File: src/rtl/bmdma_pkg.sv
// Shared definitions for the bus-master DMA engine: walker states,
// register byte offsets and bit positions inside command and status.
package bmdma_pkg;

    typedef enum logic [2:0] {
        ST_IDLE,   // no walk in progress
        ST_FADDR,  // fetching descriptor address word
        ST_FCNT,   // fetching descriptor count word
        ST_MRD,    // reading one memory word for the device
        ST_TXW,    // offering that word on the transmit stream
        ST_RXW,    // waiting for a word from the device
        ST_MWR,    // writing the received word to memory
        ST_WIRQ    // table finished, waiting for device interrupt
    } walk_state_t;

    localparam int OFF_CMD = 0;
    localparam int OFF_STS = 2;
    localparam int OFF_PTR = 4;

    localparam int CMD_GO   = 0;
    localparam int CMD_DIR  = 3;
    localparam int STS_ACT  = 0;
    localparam int STS_ERR  = 1;
    localparam int STS_INT  = 2;
    localparam int STS_CAP0 = 5;
    localparam int STS_CAP1 = 6;

endpackage

File: src/rtl/bmdma_regs.sv
// Register window of the DMA engine.
// Holds command, status flags, capability bits and the table pointer.
// Produces one-cycle start/stop pulses from command writes.
// Assumes: byte writes only, reads are combinational from stored state.
module bmdma_regs
    import bmdma_pkg::*;
#(
    parameter int PTR_W   = 32,
    parameter int RADDR_W = 3
) (
    input  logic               clk,
    input  logic               rst_n,
    input  logic               reg_wr,
    input  logic [RADDR_W-1:0] reg_addr,
    input  logic [7:0]         reg_wdata,
    output logic [7:0]         reg_rdata,
    input  logic               walk_active,
    input  logic               walk_set_err,
    input  logic               walk_set_int,
    output logic               go_pulse,
    output logic               stop_pulse,
    output logic               go_dir,
    output logic [PTR_W-1:0]   tbl_base,
    output logic               sts_err,
    output logic               sts_int
);
    localparam int PTR_BYTES = PTR_W / 8;

    logic             cmd_go_q;
    logic             cmd_dir_q;
    logic [1:0]       cap_q;
    logic [PTR_W-1:0] ptr_q;
    logic             hit_cmd;
    logic             hit_sts;

    assign hit_cmd    = reg_wr && (reg_addr == RADDR_W'(OFF_CMD));
    assign hit_sts    = reg_wr && (reg_addr == RADDR_W'(OFF_STS));
    assign go_pulse   = hit_cmd && reg_wdata[CMD_GO] && !cmd_go_q;
    assign stop_pulse = hit_cmd && !reg_wdata[CMD_GO] && cmd_go_q;
    assign go_dir     = reg_wdata[CMD_DIR];
    assign tbl_base   = {ptr_q[PTR_W-1:2], 2'b00};

    // Command byte: start and direction bits.
    always_ff @(posedge clk) begin
        if (!rst_n) begin
            cmd_go_q  <= 1'b0;
            cmd_dir_q <= 1'b0;
        end else if (hit_cmd) begin
            cmd_go_q  <= reg_wdata[CMD_GO];
            cmd_dir_q <= reg_wdata[CMD_DIR];
        end
    end

    // Status flags: set from walker wins over write-one-to-clear.
    always_ff @(posedge clk) begin
        if (!rst_n) begin
            sts_err <= 1'b0;
            sts_int <= 1'b0;
            cap_q   <= 2'b00;
        end else begin
            if (walk_set_err)
                sts_err <= 1'b1;
            else if (hit_sts && reg_wdata[STS_ERR])
                sts_err <= 1'b0;
            if (walk_set_int)
                sts_int <= 1'b1;
            else if (hit_sts && reg_wdata[STS_INT])
                sts_int <= 1'b0;
            if (hit_sts)
                cap_q <= {reg_wdata[STS_CAP1], reg_wdata[STS_CAP0]};
        end
    end

    // Table pointer bytes, least significant at the lowest offset.
    always_ff @(posedge clk) begin
        if (!rst_n) begin
            ptr_q <= '0;
        end else if (reg_wr) begin
            for (int b = 0; b < PTR_BYTES; b++)
                if (reg_addr == RADDR_W'(OFF_PTR + b))
                    ptr_q[8*b +: 8] <= reg_wdata;
        end
    end

    // Read multiplexer; unmapped bits and offsets read zero.
    always_comb begin
        reg_rdata = '0;
        if (reg_addr == RADDR_W'(OFF_CMD)) begin
            reg_rdata[CMD_GO]  = cmd_go_q;
            reg_rdata[CMD_DIR] = cmd_dir_q;
        end else if (reg_addr == RADDR_W'(OFF_STS)) begin
            reg_rdata[STS_ACT]  = walk_active;
            reg_rdata[STS_ERR]  = sts_err;
            reg_rdata[STS_INT]  = sts_int;
            reg_rdata[STS_CAP0] = cap_q[0];
            reg_rdata[STS_CAP1] = cap_q[1];
        end else begin
            for (int b = 0; b < PTR_BYTES; b++)
                if (reg_addr == RADDR_W'(OFF_PTR + b))
                    reg_rdata = tbl_base[8*b +: 8];
        end
    end

endmodule

File: src/rtl/bmdma_walker.sv
// Descriptor walker and data mover of the DMA engine.
// Fetches address/count pairs, moves words between memory and the device
// stream, then waits for the device interrupt before completing.
// Assumes: one outstanding memory request, counts are whole words,
// ADDR_W <= DATA_W.
module bmdma_walker
    import bmdma_pkg::*;
#(
    parameter int ADDR_W = 32,
    parameter int DATA_W = 32,
    parameter int CNT_W  = 16
) (
    input  logic              clk,
    input  logic              rst_n,
    input  logic              go,
    input  logic              stop,
    input  logic              go_dir,
    input  logic [ADDR_W-1:0] tbl_base,
    input  logic              dev_irq,
    output logic              mem_req,
    output logic              mem_we,
    output logic [ADDR_W-1:0] mem_addr,
    output logic [DATA_W-1:0] mem_wdata,
    input  logic [DATA_W-1:0] mem_rdata,
    input  logic              mem_rsp,
    input  logic              mem_err,
    output logic              dev_tx_valid,
    output logic [DATA_W-1:0] dev_tx_data,
    input  logic              dev_tx_ready,
    input  logic              dev_rx_valid,
    input  logic [DATA_W-1:0] dev_rx_data,
    output logic              dev_rx_ready,
    output logic              active,
    output logic              set_err,
    output logic              set_int
);
    localparam int BYTES = DATA_W / 8;
    localparam int REM_W = CNT_W + 1;
    localparam logic [REM_W-1:0] FULL_CNT = {1'b1, {CNT_W{1'b0}}};

    walk_state_t       state_q;
    walk_state_t       after_word;
    logic [ADDR_W-1:0] tptr_q;
    logic [ADDR_W-1:0] cur_q;
    logic [REM_W-1:0]  rem_q;
    logic [DATA_W-1:0] buf_q;
    logic              eot_q;
    logic              dir_q;
    logic              irq_seen_q;
    logic              mem_ok;
    logic              mem_bad;
    logic [CNT_W-1:0]  cnt_field;

    assign mem_ok    = mem_req && mem_rsp && !mem_err;
    assign mem_bad   = mem_req && mem_rsp && mem_err;
    assign cnt_field = mem_rdata[CNT_W-1:0] & ~CNT_W'(BYTES - 1);
    assign active    = (state_q != ST_IDLE);
    assign set_err   = mem_bad && !stop;
    assign set_int   = (state_q == ST_WIRQ) && (irq_seen_q || dev_irq) && !stop;

    // Next state once a data word has fully moved.
    always_comb begin
        if (rem_q == REM_W'(BYTES))
            after_word = eot_q ? ST_WIRQ : ST_FADDR;
        else
            after_word = dir_q ? ST_RXW : ST_MRD;
    end

    // Memory and stream outputs decoded from the walker state.
    always_comb begin
        mem_req      = (state_q == ST_FADDR) || (state_q == ST_FCNT) ||
                       (state_q == ST_MRD)   || (state_q == ST_MWR);
        mem_we       = (state_q == ST_MWR);
        mem_wdata    = buf_q;
        dev_tx_valid = (state_q == ST_TXW);
        dev_tx_data  = buf_q;
        dev_rx_ready = (state_q == ST_RXW);
        case (state_q)
            ST_FADDR: mem_addr = tptr_q;
            ST_FCNT:  mem_addr = tptr_q + ADDR_W'(BYTES);
            default:  mem_addr = cur_q;
        endcase
    end

    // Walk sequencer: descriptor fetch, word moves, completion wait.
    always_ff @(posedge clk) begin
        if (!rst_n) begin
            state_q <= ST_IDLE;
            tptr_q  <= '0;
            cur_q   <= '0;
            rem_q   <= '0;
            buf_q   <= '0;
            eot_q   <= 1'b0;
            dir_q   <= 1'b0;
        end else if (stop) begin
            state_q <= ST_IDLE;
        end else begin
            case (state_q)
                ST_IDLE: if (go) begin
                    state_q <= ST_FADDR;
                    tptr_q  <= tbl_base;
                    dir_q   <= go_dir;
                end
                ST_FADDR: if (mem_bad) state_q <= ST_IDLE;
                    else if (mem_ok) begin
                        cur_q   <= mem_rdata[ADDR_W-1:0] & ~ADDR_W'(BYTES - 1);
                        state_q <= ST_FCNT;
                    end
                ST_FCNT: if (mem_bad) state_q <= ST_IDLE;
                    else if (mem_ok) begin
                        rem_q   <= (cnt_field == '0) ? FULL_CNT : {1'b0, cnt_field};
                        eot_q   <= mem_rdata[DATA_W-1];
                        tptr_q  <= tptr_q + ADDR_W'(2 * BYTES);
                        state_q <= dir_q ? ST_RXW : ST_MRD;
                    end
                ST_MRD: if (mem_bad) state_q <= ST_IDLE;
                    else if (mem_ok) begin
                        buf_q   <= mem_rdata;
                        state_q <= ST_TXW;
                    end
                ST_TXW: if (dev_tx_ready) begin
                    cur_q   <= cur_q + ADDR_W'(BYTES);
                    rem_q   <= rem_q - REM_W'(BYTES);
                    state_q <= after_word;
                end
                ST_RXW: if (dev_rx_valid) begin
                    buf_q   <= dev_rx_data;
                    state_q <= ST_MWR;
                end
                ST_MWR: if (mem_bad) state_q <= ST_IDLE;
                    else if (mem_ok) begin
                        cur_q   <= cur_q + ADDR_W'(BYTES);
                        rem_q   <= rem_q - REM_W'(BYTES);
                        state_q <= after_word;
                    end
                ST_WIRQ: if (irq_seen_q || dev_irq) state_q <= ST_IDLE;
                default: state_q <= ST_IDLE;
            endcase
        end
    end

    // Remembers a device interrupt seen at any point of the current walk.
    always_ff @(posedge clk) begin
        if (!rst_n)
            irq_seen_q <= 1'b0;
        else if (go && !active)
            irq_seen_q <= 1'b0;
        else if (dev_irq && active)
            irq_seen_q <= 1'b1;
    end

endmodule

File: src/rtl/bmdma_engine.sv
// Top of the bus-master DMA engine: register window plus descriptor walker.
// Assumes: a single clock domain and a synchronous active-low reset.
module bmdma_engine
    import bmdma_pkg::*;
#(
    parameter int ADDR_W = 32,
    parameter int DATA_W = 32,
    parameter int CNT_W  = 16
) (
    input  logic                                  clk,
    input  logic                                  rst_n,
    input  logic                                  reg_wr,
    input  logic [$clog2(OFF_PTR + ADDR_W/8)-1:0] reg_addr,
    input  logic [7:0]                            reg_wdata,
    output logic [7:0]                            reg_rdata,
    output logic                                  mem_req,
    output logic                                  mem_we,
    output logic [ADDR_W-1:0]                     mem_addr,
    output logic [DATA_W-1:0]                     mem_wdata,
    input  logic [DATA_W-1:0]                     mem_rdata,
    input  logic                                  mem_rsp,
    input  logic                                  mem_err,
    output logic                                  dev_tx_valid,
    output logic [DATA_W-1:0]                     dev_tx_data,
    input  logic                                  dev_tx_ready,
    input  logic                                  dev_rx_valid,
    input  logic [DATA_W-1:0]                     dev_rx_data,
    output logic                                  dev_rx_ready,
    input  logic                                  dev_irq,
    output logic                                  irq
);
    localparam int RADDR_W = $clog2(OFF_PTR + ADDR_W/8);

    logic              go_pulse;
    logic              stop_pulse;
    logic              go_dir;
    logic [ADDR_W-1:0] tbl_base;
    logic              walk_active;
    logic              walk_set_err;
    logic              walk_set_int;
    logic              sts_err;
    logic              sts_int;

    assign irq = sts_int;

    bmdma_regs #(.PTR_W(ADDR_W), .RADDR_W(RADDR_W)) u_regs (
        .clk, .rst_n, .reg_wr, .reg_addr, .reg_wdata, .reg_rdata,
        .walk_active, .walk_set_err, .walk_set_int,
        .go_pulse, .stop_pulse, .go_dir, .tbl_base, .sts_err, .sts_int
    );

    bmdma_walker #(.ADDR_W(ADDR_W), .DATA_W(DATA_W), .CNT_W(CNT_W)) u_walk (
        .clk, .rst_n,
        .go(go_pulse), .stop(stop_pulse), .go_dir, .tbl_base, .dev_irq,
        .mem_req, .mem_we, .mem_addr, .mem_wdata, .mem_rdata, .mem_rsp, .mem_err,
        .dev_tx_valid, .dev_tx_data, .dev_tx_ready,
        .dev_rx_valid, .dev_rx_data, .dev_rx_ready,
        .active(walk_active), .set_err(walk_set_err), .set_int(walk_set_int)
    );

endmodule

File: config.mk
export PLATFORM = sky130hd
export DESIGN_NAME = bmdma_engine
export DESIGN_NICKNAME = d
export VERILOG_FILES = /design/src/rtl/bmdma_pkg.sv /design/src/rtl/bmdma_regs.sv /design/src/rtl/bmdma_walker.sv /design/src/rtl/bmdma_engine.sv
export SDC_FILE = /design/constraint.sdc
export NUM_CORES = 1
export LEC_CHECK = 0
export BUFFER_PORTS_ARGS = -buffer_cell sky130_fd_sc_hd__buf_2
export CAP_MARGIN = 20
export CORE_MARGIN = 10
export CORE_UTILIZATION = 35
export CTS_CLUSTER_SIZE = 20
export DETAILED_ROUTE_END_ITERATION = 10
export PLACE_DENSITY = 0.61
export RECOVER_POWER = 25
export SKIP_LAST_GASP = 1
export SYNTH_ARGS = -nofsm -noshare
export SYNTH_HDL_FRONTEND = slang
export SYNTH_SLANG_ARGS = --single-unit
File: constraint.sdc
create_clock -name clk -period 1.9 [get_ports clk]
set_input_delay 0.095 -clock clk [delete_from_list [all_inputs] [get_ports clk]]
set_output_delay 0.095 -clock clk [all_outputs]
set_load 0.005 [all_outputs]
=== Word level (Yosys, flattened, before mapping) ===
Cells that the tools add are included.

* Register bits after elaboration: 157
* Input port bits: 83
* Output and inout bits: 109
* Logic and storage cells: 155

* Add/subtract/negate cells: 4
* Eq/ne operators: 29
* Muxes and demuxes: 54
* Bitwise operators: 3
* Reduce and logical (&&, ||, !) cells: 48

{| class="wikitable"
|+ Operators with widths
! kind !! count
|-
| $mux W32 || 11
|-
| $pmux W32 S2 || 3
|-
| $mux W17 || 6
|-
| $pmux W32 S3 || 1
|-
| $add A32 B3 Y32 const B || 2
|-
| $pmux W17 S3 || 1
|-
| $mux W3 || 16
|-
| $add A32 B4 Y32 const B || 1
|-
| $mux W8 || 4
|-
| $eq A3 B3 Y1 const B || 8
|-
| $pmux W3 S8 || 1
|-
| $eq A17 B3 Y1 const B || 1
|-
| $sub A17 B3 Y17 const B || 1
|-
| $logic_and A1 B1 Y1 || 16
|-
| $logic_not A16 Y1 || 1
|-
| $reduce_and A7 Y1 || 2
|-
| $ne A2 B1 Y1 const B || 6
|-
| $ne A2 B2 Y1 const B || 6
|-
| $ne A3 B1 Y1 const B || 4
|-
| $reduce_and A5 Y1 || 2
|-
| $eq A3 B2 Y1 const B || 3
|-
| $reduce_bool A3 Y1 || 3
|-
| $reduce_and A2 Y1 || 4
|-
| $reduce_and A8 Y1 || 1
|-
| other kinds (12) || 34
|}

=== Logic depth before layout (Yosys ltp) ===
* Word-level depth: 9
* Mapped depth: 9
* Gate-level depth less buffers: 7

=== By module ===
Synthesis repeated with hierarchy kept, for this count alone.

* Cell total of the unflattened synthesis: 1340
* Area, all modules: 9867.0 um2

{| class="wikitable"
|+ Modules (own cells, without submodules)
! module !! times used !! cells each !! area each (um2) !! seq. area each (um2)
|-
| bmdma_walker || 1 || 1125 || 7971.4 || 2302.2
|-
| bmdma_regs || 1 || 215 || 1895.6 || 720.7
|}

=== Least setup slack after synthesis ===
No wires, ideal clock.

* Path kind: reg2reg
* Start point: register u_walk.state_q[2]
* End point: register u_walk.tptr_q[12]
* Library setup time: 0.119 ns
* Data arrival time: 1.913 ns
* Required time: 1.781 ns
* Path slack: -0.132 ns
* Stages on the path, launching flop included: 8
* Buffers on the path: 3
* Clock period less this slack: 2.032 ns
* Cells stage by stage: dfxtp_1 -> buf_2 -> or3b_2 -> clkbuf_1 -> nor2_1 -> o211ai_2 -> buf_4 -> o221a_2

* Word-level cells in the longest chain between the ends: 8
* Elaborated cells between the ends (all ways): 17
* Those cells by class: 7 x eq/ne; 1 x mux; 9 x reduce/logical

{| class="wikitable"
|+ RTL lines
! what !! RTL line !! text
|-
| from (decl) || bmdma_walker.sv:41 || <nowiki>walk_state_t state_q;</nowiki>
|-
| from (signal assigned) || bmdma_walker.sv:114 || <nowiki>state_q <= dir_q ? ST_RXW : ST_MRD;</nowiki>
|-
| from (signal assigned) || bmdma_walker.sv:124 || <nowiki>state_q <= after_word;</nowiki>
|-
| from (signal assigned) || bmdma_walker.sv:134 || <nowiki>state_q <= after_word;</nowiki>
|-
| $eq A3 B1 Y1 or $eq A3 B2 Y1 (tied branches) || bmdma_walker.sv:71, bmdma_walker.sv:98 ||
|-
| $logic_or A1 B1 Y1 (2 in a row) || bmdma_walker.sv:71 || <nowiki>mem_req = (state_q == ST_FADDR) || (state_q == ST_FCNT) ||</nowiki>
|-
| $logic_or A1 B1 Y1 || bmdma_walker.sv:72 || <nowiki>(state_q == ST_MRD) || (state_q == ST_MWR);</nowiki>
|-
| $logic_and A1 B1 Y1 || bmdma_walker.sv:54, bmdma_walker.sv:55 ||
|-
| $logic_and A1 B1 Y1 (on tied branches) || bmdma_walker.sv:54, bmdma_walker.sv:55 ||
|-
| $ne A2 B1 Y1 (no source line) or $ne A2 B2 Y1 (tied branches) || n/a ||
|-
| $reduce_and A5 Y1 (no source line) || n/a ||
|-
| to (signal assigned) || bmdma_walker.sv:101 || <nowiki>tptr_q <= tbl_base;</nowiki>
|-
| to (signal assigned) || bmdma_walker.sv:113 || <nowiki>tptr_q <= tptr_q + ADDR_W'(2 * BYTES);</nowiki>
|-
| to (decl) || bmdma_walker.sv:43 || <nowiki>logic [ADDR_W-1:0] tptr_q;</nowiki>
|}

Several ways; a longest one is shown, not always the timed one.
A chain may end at the register's enable or synchronous reset.

=== Final worst setup path ===
* Start point: register u_walk.tptr_q[3]
* End point: output port mem_addr[21]

* Word-level cells in the longest chain between the ends: 2

{| class="wikitable"
|+ RTL lines
! what !! RTL line !! text
|-
| $add A32 B3 Y32 || bmdma_walker.sv:80 || <nowiki>ST_FCNT: mem_addr = tptr_q + ADDR_W'(BYTES);</nowiki>
|-
| $pmux W32 S2 || bmdma_walker.sv:78 || <nowiki>case (state_q)</nowiki>
|-
| to (decl) || bmdma_engine.sv:18 || <nowiki>output logic [ADDR_W-1:0] mem_addr,</nowiki>
|}

Every way passes these cells.

==> flow_summary_export.csv <==
group,metric,value,unit
grt,gr-total-overflow,0,
route,wirelength,46.6,mm
logic_synthesis,ys_ff_latch,149,
floorplanning,start_util,35.7,%
route,wl_per_cell,22.0,um
pwr,vdd_drop_max,0.000384,V
clock_network,clkLatencyLatePin,0.44,ns
setup_path,crit_path_start_kind,"register",
setup_path,worst_r2r_endpoint,"u_walk.tptr_q[29]",
clock_network,cts.clk_slew.worst_paths,0.06,ns
clock_network,clock_sinks,149,
logic_synthesis,synth-edff-count,0,
place,postPlaceCellArea,0.0124,mm2
route,firstDrtPassIters,6,
route,drtIter0Drc,1151,
timing,clock.fmax,426,MHz
cells_and_area,drive_gt1_share,47.8,%
grt,antenna_found_initial,1,
grt,grt_usage,24.2,%
timing,slew_headroom,34.1,%
setup_path,cp-end-kind,"primary output",
logic_synthesis,ys_seq_area_share,30.9,%
floorplanning,core,0.0270,mm2
cells_and_area,postLayoutCoreUtil,60.8,%
logic_synthesis,synth_flop_cell,"dfxtp_1",
place,routabilityCongestion,0.955,
cells_and_area,nets,1852,
status,status,"finished with violations",
timing,fin_worst_skew,0.0131,ns
cells_and_area,area_growth,70.2,%
clock_network,root_buffer,"clkbuf_16",
run,max_cap_violations,0,
setup_path,critical_path_arrival,2.25,ns
timing,setup_viol,126,
clock_network,cts.htree.levels,4,
setup_path,crit_required,1.80,ns
route,ant_nets,0,
clock_network,cts_tree,"yes",
timing,maxSlewViolCount,0,
pwr,powerDensity,459,mW/mm2
place,dp_hpwl,29.8,mm
timing,layout_min_cycle_time,2.35,ns
timing,setup_slack,-0.446,ns
place,placedCellCount,1933,
grt,grt_pass1_vias,11717,
logic_synthesis,synth_commonest_cells,"nand2_1, nor2_1, dfxtp_1",
clock_network,cts_buffers,17,
setup_path,rr_worst_depth,9,
setup_path,setup.worst_path.class,"reg -> out",
logic_synthesis,yosysMostFrequentCell,"nand2_1",
hold_path,whs_endpoint,"u_walk.eot_q",
floorplanning,rows,60,
cells_and_area,seqCellArea,0.00301,mm2
logic_synthesis,ys_warn_count,0,
pwr,leakage,6.63,nW
logic_synthesis,synth_area,0.00966,mm2
cells_and_area,fin_area,0.0164,mm2
logic_synthesis,async_flop_share,0,%
clock_network,clockBufferDepth,2,
logic_synthesis,synth_top_area_share,30.9,%
grt,grt_max_degree,57,
logic_synthesis,synth.avg_cell_area,7.31,um2
logic_synthesis,ys_types,73,
status,violations,"negative setup slack",
floorplanning,num_io_pins,192,
grt,grt_pass1_wl,66.4,mm
route,route.detailed.drc,0,
cells_and_area,final_cells,2117,
timing,tightest_slew,0.988,ns
setup_path,critPathMaxFanout,4,
cells_and_area,fillCellCount,2160,
floorplanning,die-width,186,um
hold_path,hold_class,"in -> reg",
logic_synthesis,syn_inst,1322,
timing,rsz0062_at_grt,"true",
cells_and_area,multi_input_area,0.00759,mm2
hold_path,hold_path_depth,3,
route,via_per_inst,5.93,
logic_synthesis,post-synth-top-area-cell,"dfxtp_1",
setup_path,r2r-start,"u_walk.state_q[1]",
place,port_buffers,189,
timing,finalHoldViolations,0,
setup_path,r2r_setup_slack,-0.33,ns
logic_synthesis,netlist_top_cells_area,"dfxtp_1, nand2_1, nor2_1",
timing,whs,0.00555,ns
timing,fin_crit_sh,123,%
route,dr_total_vias,12548,
floorplanning,dieHeight,186,um
hold_path,min_from,"mem_rdata[31]",
floorplanning,fp.dieArea,0.0347,mm2
power breakdown:
group,switching [mW],internal (mW)
registers,0.0235,3.14
clock network,1.47,2.19
logic,0.398,0.322
total,1.89,5.65
worst max path at each step:
stage | end | cells past startpoint | start | slack, ns
2_1_floorplan | u_walk.tptr_q[12] | 7 | u_walk.state_q[2] | -0.07
3_3_place_gp | mem_addr[16] | 7 | u_walk.state_q[2] | -0.29
3_5_place_dp | mem_addr[16] | 7 | u_walk.state_q[2] | -0.26
4_1_cts | mem_addr[21] | 7 | u_walk.tptr_q[3] | -0.46
5_1_grt | mem_addr[21] | 7 | u_walk.tptr_q[3] | -0.53
6_report | mem_addr[21] | 7 | u_walk.tptr_q[3] | -0.45
cells in the final DEF, fill, tap and decap left out, types with 9 or more instances in the layout:
| master | n |
|---|---|
| mux2i_1 | 12 |
| a21oi_2 | 26 |
| nand3_1 | 31 |
| buf_6 | 66 |
| nor4_1 | 15 |
| buf_4 | 202 |
| nand2_1 | 237 |
| o21ai_2 | 25 |
| o211ai_1 | 9 |
| o21ai_0 | 21 |
| dfxtp_2 | 9 |
| dfxtp_1 | 136 |
| buf_12 | 20 |
| a311oi_2 | 35 |
| nor3_1 | 14 |
| nand4_1 | 26 |
| o31ai_1 | 14 |
| and3_1 | 10 |
| buf_2 | 184 |
| nor2_1 | 103 |
| dlygate4sd3_1 | 63 |
| o21ai_1 | 17 |
| inv_1 | 11 |
| a21oi_1 | 72 |
| nor2_2 | 15 |
| a21oi_4 | 18 |
| clkbuf_16 | 23 |
| a31oi_1 | 21 |
| nor2_4 | 39 |
cell families after synthesis:
group	share of synthesized area (%)
other	0.0388
AO/OA/AOI/OAI	29.3
AND/OR/NAND/NOR	28.0
multiplexers	2.75
flip-flops	30.9
adder cells (fa/ha/maj)	0.648
buffers and inverters	8.15
XOR/XNOR	0.181
worst max-delay path: stages (launching register included):
cell and delay, ns:
dfxtp_4 0.37, ha_4 0.15, nand3_4 0.11, or4_4 0.57, o31a_1 0.27, o21ai_2 0.14, o21ai_1 0.07, buf_2 0.14
flip-flops by register name, summed over array words and instances, names as in the netlist:
register / flops
u_regs.ptr_q: 30
u_walk.eot_q: 1
u_regs.sts_err: 1
u_walk.rem_q: 15
u_walk.state_q: 3
u_walk.cur_q: 30
u_walk.dir_q: 1
u_regs.cmd_go_q: 1
u_walk.dev_tx_data: 32
u_walk.tptr_q: 30
u_regs.cap_q: 2
u_regs.cmd_dir_q: 1
u_regs.sts_int: 1
u_walk.irq_seen_q: 1
through the flow:
step | power, mW | setup TNS (ns) | worst slack (ns)
floorplan | 3.49 | -1.79 | -0.0734
global placement | 3.75 | -5.78 | -0.285
detailed placement | 3.75 | -8.24 | -0.256
CTS | 7.50 | -13.82 | -0.458
global route | 7.76 | -30.92 | -0.529
finish | 7.54 | -22.89 | -0.446
area by class of cell:
class / count / area share [%]
multi-input combinational: 1018 / 46.2
clock inverter: 12 / 1.10
antenna: 1 / 0.0152
sequential: 149 / 18.3
tap: 341 / 2.60
inverter: 15 / 0.373
clock buffer: 18 / 2.61
timing repair buffer: 563 / 28.8
routing by layer:
| layer | GRT usage (%) | wire length [um] | part of all wire, % |
|---|---|---|---|
| met3 | 4.99 | 4460 | 9.6 |
| met2 | 40.5 | 22100 | 47 |
| met1 | 29.7 | 18000 | 39 |
| met4 | 9.64 | 2000 | 4.3 |
| met5 | 0 | 0 | 0 |
timing repair:
item | CTS | global route
hold endpoints to repair | 61 | 0
hold buffers | 63 | 0
cloned | 9 | 9
resized for setup | 227 | 245
setup buffers | 34 | 44
pin swaps | 65 | 108
endpoints found under the setup margin | 108 | 124
No activity file was read; power rests on OpenSTA's default activity.
